==> config.mk <==
export PLATFORM = sky130hd
export DESIGN_NAME = bus_selftest_window
export DESIGN_NICKNAME = d
export VERILOG_FILES = /design/src/rtl/sbt_pkg.sv /design/src/rtl/sbt_match.sv /design/src/rtl/sbt_satcnt.sv /design/src/rtl/sbt_rdport.sv /design/src/rtl/bus_selftest_window.sv
export SDC_FILE = /design/constraint.sdc
export NUM_CORES = 1
export LEC_CHECK = 0
export ABC_AREA = 1
export ABC_CLOCK_PERIOD_IN_PS = 10700
export CORE_MARGIN = 2
export CORE_UTILIZATION = 65
export CTS_BUF_LIST = sky130_fd_sc_hd__clkbuf_16
export DETAILED_ROUTE_END_ITERATION = 6
export DONT_BUFFER_PORTS = 1
export GPL_ROUTABILITY_DRIVEN = 0
export MAX_ROUTING_LAYER = met4
export PLACE_DENSITY = 0.9
export SLEW_MARGIN = 20
export SYNTH_ARGS = -nofsm -noshare
export SYNTH_HDL_FRONTEND = slang
export SYNTH_HIERARCHICAL = 1
export SYNTH_SLANG_ARGS = --single-unit
==> constraint.sdc <==
create_clock -name clk -period 10.7 [get_ports clk]
set_input_delay 1.07 -clock clk [delete_from_list [all_inputs] [get_ports clk]]
set_output_delay 1.07 -clock clk [all_outputs]
set_load 0.05 [all_outputs]
==> src/rtl/sbt_pkg.sv <==
package sbt_pkg;

  localparam int NUM_TESTS  = 4;
  localparam int NAME_WORDS = 2;
  localparam int NAME_BITS  = 32 * NAME_WORDS;

  // header word indices (byte address / 4)
  localparam int W_CTRL  = 0;
  localparam int W_OFFS  = 1;
  localparam int W_VALUE = 2;
  localparam int W_COUNT = 3;
  localparam int W_NAME  = 4;

  localparam logic [7:0] WIDTH_NONE = 8'hFF;

  typedef struct packed {
    logic [7:0]           width;
    logic [31:0]          offset;
    logic [31:0]          value;
    logic [NAME_BITS-1:0] name;   // byte 0 = first character
  } test_desc_t;

  // Label literals are written back to front so the first character
  // lands in the least significant byte (little endian in the window).
  function automatic test_desc_t lookup(input logic [7:0] num);
    test_desc_t d;
    d.width  = WIDTH_NONE;
    d.offset = '0;
    d.value  = '0;
    d.name   = '0;
    case (num)
      8'd0: begin
        d.width = 8'd1; d.offset = 32'h0000_0100; d.value = 32'h0000_005A;
        d.name  = {40'h0, "8rw"};
      end
      8'd1: begin
        d.width = 8'd2; d.offset = 32'h0000_0202; d.value = 32'h0000_A55A;
        d.name  = {32'h0, "61rw"};
      end
      8'd2: begin
        d.width = 8'd4; d.offset = 32'h0000_0304; d.value = 32'h1357_9BDF;
        d.name  = {32'h0, "23rw"};
      end
      8'd3: begin
        d.width = 8'd1; d.offset = 32'h0000_0403; d.value = 32'h0000_00C3;
        d.name  = {24'h0, "ih8rw"};
      end
      default: ;
    endcase
    return d;
  endfunction

endpackage

==> src/rtl/sbt_match.sv <==
module sbt_match
  import sbt_pkg::*;
#(
  parameter int ADDR_W = 12
) (
  input  logic              clk,
  input  logic              rst,
  input  logic              bus_valid,
  input  logic              bus_write,
  input  logic [ADDR_W-1:0] bus_addr,
  input  logic [3:0]        bus_be,
  input  logic [31:0]       bus_wdata,
  input  test_desc_t        desc,
  output logic              sel_wr,
  output logic              hit
);

  localparam int WIDX_W = ADDR_W - 2;

  logic [WIDX_W-1:0] widx;
  logic [3:0]        exp_be;
  logic [31:0]       exp_word;
  logic [3:0]        lane_ok;
  logic              addr_ok;
  logic              wr;

  assign widx = bus_addr[ADDR_W-1:2];
  assign wr   = bus_valid && bus_write;

  // lanes a correct access of the advertised width must enable
  always_comb begin
    case (desc.width)
      8'd1:    exp_be = 4'b0001 << desc.offset[1:0];
      8'd2:    exp_be = 4'b0011 << desc.offset[1:0];
      8'd4:    exp_be = 4'b1111;
      default: exp_be = 4'b0000;
    endcase
    exp_word = desc.value << {desc.offset[1:0], 3'b000};
  end

  for (genvar i = 0; i < 4; i++) begin : g_lane
    assign lane_ok[i] = !exp_be[i] || (bus_wdata[8*i +: 8] == exp_word[8*i +: 8]);
  end

  assign addr_ok = (desc.offset[31:ADDR_W] == '0) &&
                   (desc.offset[ADDR_W-1:2] == widx);

  assign sel_wr = wr && (widx == WIDX_W'(W_CTRL)) && bus_be[0];
  assign hit    = wr && (exp_be != 4'b0000) && (bus_be == exp_be) &&
                  addr_ok && (&lane_ok);

  // no table target overlaps the selector, so both never fire together
  assert_hit_excl_R6: assert property (@(posedge clk) disable iff (rst)
    $onehot0({sel_wr, hit}));

  // a read never counts
  assert_read_nohit_R7: assert property (@(posedge clk) disable iff (rst)
    (bus_valid && !bus_write) |-> !hit);

endmodule

==> src/rtl/sbt_satcnt.sv <==
module sbt_satcnt #(
  parameter int CNT_W = 32
) (
  input  logic             clk,
  input  logic             rst,
  input  logic             clr,
  input  logic             inc,
  output logic [CNT_W-1:0] count
);

  localparam logic [CNT_W-1:0] MAX = '1;

  always_ff @(posedge clk) begin
    if (rst)                       count <= '0;
    else if (clr)                  count <= '0;
    else if (inc && count != MAX)  count <= count + 1'b1;
  end

  assert_clear_R5: assert property (@(posedge clk) disable iff (rst)
    clr |=> (count == '0));

  assert_step_R6: assert property (@(posedge clk) disable iff (rst)
    (inc && !clr && count != MAX) |=> (count == $past(count) + 1'b1));

  assert_no_wrap_R8: assert property (@(posedge clk) disable iff (rst)
    (!clr && count == MAX) |=> (count == MAX));

  assert_hold_R7: assert property (@(posedge clk) disable iff (rst)
    (!inc && !clr) |=> $stable(count));

endmodule

==> src/rtl/sbt_rdport.sv <==
module sbt_rdport
  import sbt_pkg::*;
#(
  parameter int ADDR_W = 12,
  parameter int CNT_W  = 32
) (
  input  logic              clk,
  input  logic              rst,
  input  logic              rd_en,
  input  logic [ADDR_W-1:0] rd_addr,
  input  test_desc_t        desc,
  input  logic [CNT_W-1:0]  count,
  output logic [31:0]       rd_data,
  output logic              rd_valid
);

  localparam int WIDX_W = ADDR_W - 2;

  logic [WIDX_W-1:0] widx;
  logic [31:0]       word;

  assign widx = rd_addr[ADDR_W-1:2];

  always_comb begin
    word = '0;
    if (widx == WIDX_W'(W_CTRL))  word = {16'h0, desc.width, 8'h00};
    if (widx == WIDX_W'(W_OFFS))  word = desc.offset;
    if (widx == WIDX_W'(W_VALUE)) word = desc.value;
    if (widx == WIDX_W'(W_COUNT)) word = 32'(count);
    for (int k = 0; k < NAME_WORDS; k++) begin
      if (widx == WIDX_W'(W_NAME + k)) word = desc.name[32*k +: 32];
    end
  end

  always_ff @(posedge clk) begin
    if (rst) begin
      rd_data  <= '0;
      rd_valid <= 1'b0;
    end else begin
      rd_valid <= rd_en;
      if (rd_en) rd_data <= word;
    end
  end

  assert_rvalid_R10: assert property (@(posedge clk) disable iff (rst)
    rd_en |=> rd_valid);

  assert_rquiet_R10: assert property (@(posedge clk) disable iff (rst)
    !rd_en |=> (!rd_valid && $stable(rd_data)));

endmodule

==> src/rtl/bus_selftest_window.sv <==
module bus_selftest_window
  import sbt_pkg::*;
#(
  parameter int ADDR_W = 12,
  parameter int CNT_W  = 32
) (
  input  logic              clk,
  input  logic              rst,
  input  logic              bus_valid,
  input  logic              bus_write,
  input  logic [ADDR_W-1:0] bus_addr,
  input  logic [3:0]        bus_be,
  input  logic [31:0]       bus_wdata,
  output logic [31:0]       rd_data,
  output logic              rd_valid
);

  logic [7:0]       sel_q;
  test_desc_t       desc;
  logic             sel_wr;
  logic             hit;
  logic [CNT_W-1:0] count;

  always_ff @(posedge clk) begin
    if (rst)         sel_q <= 8'd0;
    else if (sel_wr) sel_q <= bus_wdata[7:0];
  end

  assign desc = lookup(sel_q);

  sbt_match #(.ADDR_W(ADDR_W)) u_match (
    .clk       (clk),
    .rst       (rst),
    .bus_valid (bus_valid),
    .bus_write (bus_write),
    .bus_addr  (bus_addr),
    .bus_be    (bus_be),
    .bus_wdata (bus_wdata),
    .desc      (desc),
    .sel_wr    (sel_wr),
    .hit       (hit)
  );

  sbt_satcnt #(.CNT_W(CNT_W)) u_cnt (
    .clk   (clk),
    .rst   (rst),
    .clr   (sel_wr),
    .inc   (hit),
    .count (count)
  );

  sbt_rdport #(.ADDR_W(ADDR_W), .CNT_W(CNT_W)) u_rd (
    .clk      (clk),
    .rst      (rst),
    .rd_en    (bus_valid && !bus_write),
    .rd_addr  (bus_addr),
    .desc     (desc),
    .count    (count),
    .rd_data  (rd_data),
    .rd_valid (rd_valid)
  );

  assert_sel_load_R5: assert property (@(posedge clk) disable iff (rst)
    sel_wr |=> (sel_q == $past(bus_wdata[7:0])));

  assert_sel_keep_R10: assert property (@(posedge clk) disable iff (rst)
    !sel_wr |=> $stable(sel_q));

endmodule

==> results of run 1 <==
==> cell families after synthesis <==
| kind of cell | count (synthesis) | synth area share |
|---|---|---|
| simple gates | 789 | 0.535 |
| other cells | 1 | 0.000551 |
| buf+inv | 164 | 0.107 |
| compound gates | 132 | 0.113 |
| fa+ha+maj | 1 | 0.00184 |
| flops | 73 | 0.215 |
| xor+xnor | 21 | 0.0270 |
==> final timing paths <==
kind | to | slack [ps] | cells after the start | from
setup reg to reg | u_cnt/count[18] | 5670 | 25 | sel_q[1]
hold reg to reg | sel_q[5] | 490 | 2 | sel_q[5]
setup / recovery | u_cnt/count[18] | 5670 | 25 | sel_q[1]
hold / removal | sel_q[5] | 490 | 2 | sel_q[5]
==> flip-flops by register name, summed over array words and instances, names as in the netlist <==
name and flops:
u_rd/rd_data 32, u_rd/rd_valid 1, u_cnt/count 32, sel_q 8
==> synthesized netlist by cell type (all sizes together) <==
master | n | area [µm²]
nand2 | 365 | 1440
nor2 | 214 | 963
nand3 | 143 | 768
inv | 118 | 443
dfxtp | 73 | 1460
o21ai | 51 | 255
a21oi | 39 | 203
a211oi | 32 | 240
nand4 | 32 | 200
buf | 31 | 221
nand3b | 16 | 133
clkbuf | 14 | 62.6
xor2 | 12 | 105
nor3 | 9 | 72.6
xnor2 | 9 | 78.8
a31oi | 4 | 25.0
or2 | 4 | 25.0
and2 | 3 | 18.8
o211ai | 2 | 15.0
o21bai | 2 | 15.0
and3 | 1 | 6.26
clkinv | 1 | 3.75
conb | 1 | 3.75
ha | 1 | 12.5
nor4 | 1 | 6.26
o211a | 1 | 10.0
o221ai | 1 | 8.76
or4 | 1 | 7.51
==> layout make-up <==
class | instances | area (µm²)
clock buffer | 9 | 225
clock inverter | 7 | 101
fill | 870 | 2760
inverter | 119 | 447
multi-input combinational | 1061 | 5060
sequential | 73 | 1460
tap | 136 | 170
timing repair buffer | 1 | 7.51
==> power breakdown <==
group | internal, mW | switching (mW) | leakage [nW] | total, mW
registers | 0.277 | 0.0222 | 0.592 | 0.299
clock network | 0.207 | 0.129 | 0.160 | 0.336
logic | 0.0198 | 0.0351 | 2.43 | 0.0549
==> per-layer routing <==
layer,vias up,routed length [µm],global-route usage
met5,-,0,-
li1,3879,-,-
met2,348,7970,0.498
met4,0,393,0.107
met3,49,1710,0.0650
met1,3361,7970,0.445
==> worst reg2reg max path: stages, from the launching register on <==
cell and delay (ps):
dfxtp_1 460, nand2_1 80, inv_1 70, nand2_2 70, nor2_4 730, nor2_2 120
nand2_1 670, nand2_1 200, nand3_1 160, nand2_1 70, nand2_1 60, nand2_1 50
nor2_1 90, nand2_1 60, nor2_1 140, nor2_1 50, nor2_1 100, nand2_1 60
nor2_2 670, nand3_1 240, inv_1 270, nand2_1 110, nor2_1 190, nand3_2 80
nand2_1 60, nor2_1 50
==> metrics.cfg, run 1 <==
[floorplanning]
io_pins = 85
initial_utilization = 0.665
core_um2 = 10200
dieArea_um2 = 11300
rows = 37
die_y_um = 106
die_w_um = 106

[detailed_routing]
wl_per_cell_um = 12.8
drt-pass1-iter-count = 6
wirelength_mm = 18.0
vias = 7637
ant_nets = 0
drtIter0Drc = 754
drt-vias-per-instance = 5.43
drc = 0

[critical_path]
path_buf_inv = 2
setup.worst_path.class = flip-flop to flip-flop
cpLargestDelayFamily = simple AND/OR/NAND/NOR gates
cpMaxStageDelayCell = nor2_4
cp_data_arrival_time_ps = 5260
required_ps = 10930
end_kind = flip-flop
cp_max_fo = 36
cp-start-kind = flip-flop
cpPeakStageDelay_ps = 730
crit_top_cell = nand2_1

[clocking]
postCtsHoldBufs = 0
clk_pin_slew_ps = 60
cts_root_buffer = clkbuf_16
cts_resized = 0
cts_tree = built
cts_setup_buffers = 0
clock_sinks = 73
cts_made_buffers = 9
insertion_delay_ps = 340
clockBufferDepth = 2
ctsHtreeMaxLevel = 3

[final_layout]
mostFrequentLayoutCell = nand2_1
design_area_um2 = 7470
final_util = 0.731
final_cell_mix = nand2_1 (346), nor2_1 (177), nand3_1 (134), conb_1 (118), inv_1 (106)
layout.cells.non_filler = 1406
layout.nets = 1318
drive_gt1_frac = 0.0795
diodes = 0
syn2layout_area_growth_pct = 9.80

[place]
placed_cells = 1390
portBuffers = 0
dpl-instance-area_um2 = 7150
place_hpwl_mm = 12.7
pre_cts_ws_ps = 5880

[min_path]
hp-class = flip-flop to flip-flop

[synth]
seq_area_frac_synth = 0.215
syn_area_per_cell_um2 = 5.76
yosys_warnings = 6
synth_cell_types = 46
synth_cells = 1181
ys_seq_elements = 73
synth_area_um2 = 6810

[sta]
rsz0062_at_grt = false
finalCritPeriodShare = 0.470
final_hold_viol_count = 0
timing.hold.ws_ps = 494
fin_skew_ps = 6.85
tightest_slew_ps = 1090
finalCriticalPeriod_ps = 5030
slew_viol_final = 0
setup_slack_ps = 5670
fmax_mhz = 199
slew_headroom = 0.275
fin_tns_setup_ps = 0
setup_viol = 0

[grt]
first_global_vias = 6560
grt_pass1_wl_mm = 30.1
grt-ovfl-total = 0
grt_max_degree = 59
grt_use_total = 0.330
antenna_found_initial = 0

[run]
max-cap-violations = 0

[pwr]
total_power_mw = 0.690
power_density_nw_per_um2 = 92.3
p_leak_nw = 3.19
ir_worst_vdd_uv = 81.1

[outcome]
status = finished, final reports clean

(Power assumes the default switching activity.)
==> run 2: changes to the inputs <==
ABC_CLOCK_PERIOD_IN_PS = 4500   (was 10700)
CORE_UTILIZATION = 59   (was 65)
PLACE_DENSITY = 0.87   (was 0.9)
clock period = 4.5 ns   (was 10.7 ns; I/O delays follow)
==> metrics.cfg, run 2 (same netlist as run 1, synthesis figures left out) <==
[clocking]
postCtsHoldBufs = 0  ; unchanged
insertion_delay_ps = 340  ; about the same
cts_setup_buffers = 0  ; unchanged
clock_sinks = 73  ; unchanged
cts_resized = 0  ; unchanged
clk_pin_slew_ps = 60  ; about the same
cts_tree = built
cts_made_buffers = 9  ; unchanged
clockBufferDepth = 2  ; unchanged
ctsHtreeMaxLevel = 3  ; unchanged
cts_root_buffer = clkbuf_16

[min_path]
holdPathEnd = sel_q[4]
holdPathStages = 1  ; -1
hold_path_startpoint = rst
hp-class = input port to flip-flop

[pwr]
power_density_nw_per_um2 = 214  ; +130%
total_power_mw = 1.62  ; +130%
p_switching_mw = 0.424  ; +130%
combinationalPowerShare = 0.083  ; +0.003
power.internal_mw = 1.19  ; +140%
power_frac_seq = 0.440  ; +0.006
pwr-share-clk = 0.476  ; -0.011
swShare = 0.262  ; -0.00749
ir_worst_vdd_uv = 198  ; +140%
p_leak_nw = 3.22  ; +1.2%

[sta]
fmax_mhz = 265  ; +33%
final_hold_viol_count = 0  ; unchanged
setup_viol = 0  ; unchanged
fin_skew_ps = 6.63  ; -0.217 ps
rsz0062_at_grt = false
slew_viol_final = 0  ; unchanged
fin_tns_setup_ps = 0  ; unchanged
finalCriticalPeriod_ps = 3780  ; -1250 ps
finalCritPeriodShare = 0.840  ; +0.370
setup_slack_ps = 722  ; -4950 ps
tightest_slew_ps = 931  ; -155 ps
slew_headroom = 0.377  ; +0.102
timing.hold.ws_ps = 187  ; -307 ps

[place]
portBuffers = 0  ; unchanged
placed_cells = 1403  ; +0.94%
dpl-instance-area_um2 = 7200  ; +0.75%
place_hpwl_mm = 13.2  ; +4.4%
pre_cts_ws_ps = 861  ; -5020 ps

[critical_path]
cp-start-kind = flip-flop
worst-r2r-setup-slack_ps = 720  ; -4950 ps
reg2regPathDepth = 23  ; -8.0%
cp_max_fo = 47  ; +31%
required_ps = 4780  ; -6150 ps
setup.worst_path.class = flip-flop to flip-flop
cpPeakStageDelay_ps = 460  ; -270 ps
timing.rr.end = u_cnt/count[14]
cp_data_arrival_time_ps = 4060  ; -1200 ps
r2r-start = sel_q[1]
crit_chain = nand2_1 -> inv_1 -> nand2_2 -> nor2_4 -> inv_2 -> nand2_1 -> nand3_1 -> nand3b_1 -> nand2_1 -> nor2_1 -> nand2_1 -> nor2_1 -> nor2_1 -> nor2_1 -> nand2_1 -> nor2_2 -> inv_1 -> nor3_1 -> nand2_1 -> nand3b_1 -> nand2_1 -> nand2_1 -> nor2_1
crit_top_cell = nand2_1
cpMaxStageDelayCell = dfxtp_1
end_kind = flip-flop

[floorplanning]
die_w_um = 111  ; +4.8%
io_pins = 85  ; unchanged
initial_utilization = 0.601  ; -0.0641
rows = 39  ; +5.4%
core_um2 = 11300  ; +11%
die_y_um = 111  ; +4.8%
dieArea_um2 = 12400  ; +9.8%

[run]
max-cap-violations = 0  ; unchanged

[grt]
first_global_vias = 6735  ; +2.7%
grt_use_total = 0.306  ; -0.0241
grt-ovfl-total = 0  ; unchanged
antenna_found_initial = 0  ; unchanged
grt_pass1_wl_mm = 31.2  ; +3.4%
grt_max_degree = 59  ; unchanged

[detailed_routing]
ant_nets = 0  ; unchanged
wirelength_mm = 18.7  ; +3.5%
drt-pass1-iter-count = 7  ; +1
wl_met1_mm = 8.22  ; +3.2%
route.met2.wl_mm = 8.46  ; +6.2%
vias = 7609  ; -0.37%
wl_met3_mm = 1.65  ; -3.4%
wl_per_cell_um = 13.2  ; +2.5%
drtIter0Drc = 862  ; +14%
drt-vias-per-instance = 5.36  ; -1.3%
drc = 0  ; unchanged
top_layer = met4

[final_layout]
final_util = 0.667  ; -0.0634
fill_cells = 1021  ; +17%
largest_registers = u_cnt/count x32, u_rd/rd_data x32, sel_q x8
design_area_um2 = 7550  ; +1.1%
syn2layout_area_growth_pct = 11.0
final_cell_mix = nand2_1 (346), nor2_1 (177), nand3_1 (134), conb_1 (118), inv_1 (106)
diodes = 0  ; unchanged
layout.cells.non_filler = 1420  ; +1.0%
mostFrequentLayoutCell = nand2_1
layout.nets = 1325  ; +0.53%
drive_gt1_frac = 0.0846  ; +0.00505

[outcome]
status = finished, final reports clean

-- run 2: cell types whose count changed in the layout (fill, tap and decap cells not counted) --
cell        previous run  this run
nor2_4                15        16
clkinvlp_4             0         1
buf_16                 0         1
inv_6                  2         1
inv_8                  1         0
clkinv_2               0         1
buf_4                  1         7
nor2_2                22        21
-- run 2: worst max path at each step --
stage,startpoint,endpoint,slack (ps),depth (start not counted)
after floorplan,sel_q[2],u_cnt/count[23],870,24
after global placement,sel_q[1],u_cnt/count[14],920,24
after detailed placement,sel_q[1],u_cnt/count[14],860,23
after CTS,sel_q[1],u_cnt/count[14],840,24
after global routing,sel_q[0],u_cnt/count[14],390,25
final,sel_q[1],u_cnt/count[14],720,23
-- run 2: area by class of cell --
cell class	count	area, µm²	area share
clock buffers	9	225	0.0298
clock inverters	7	93.8	0.0124
inverters	119	447	0.0591
multi-input cells	1061	5070	0.671
flip-flops and latches	73	1460	0.193
well taps	143	179	0.0237
repair buffers	8	80.1	0.0106
-- run 2: power groups by stage --
| stage | clock, mW | sequential, mW | combinational, mW |
|---|---|---|---|
| floorplan | 0 | 0.724 | 0.114 |
| global placement | 0 | 0.727 | 0.123 |
| detailed placement | 0 | 0.727 | 0.126 |
| CTS | 0.778 | 0.713 | 0.127 |
| global route | 0.805 | 0.714 | 0.157 |
| finish | 0.771 | 0.713 | 0.135 |
-- run 2: worst max-delay path, delay by kind of cell (launching register included) --
family        cells  cell delay [ps]
simple gates     20             2550
buf+inv           3              690
flops             1              460
-- run 2: routing by layer --
layer | track usage | up-vias
met5 | - | -
met3 | 0.0561 | 34
met4 | 0.103 | 0
met1 | 0.405 | 3344
met2 | 0.474 | 335
li1 | - | 3896
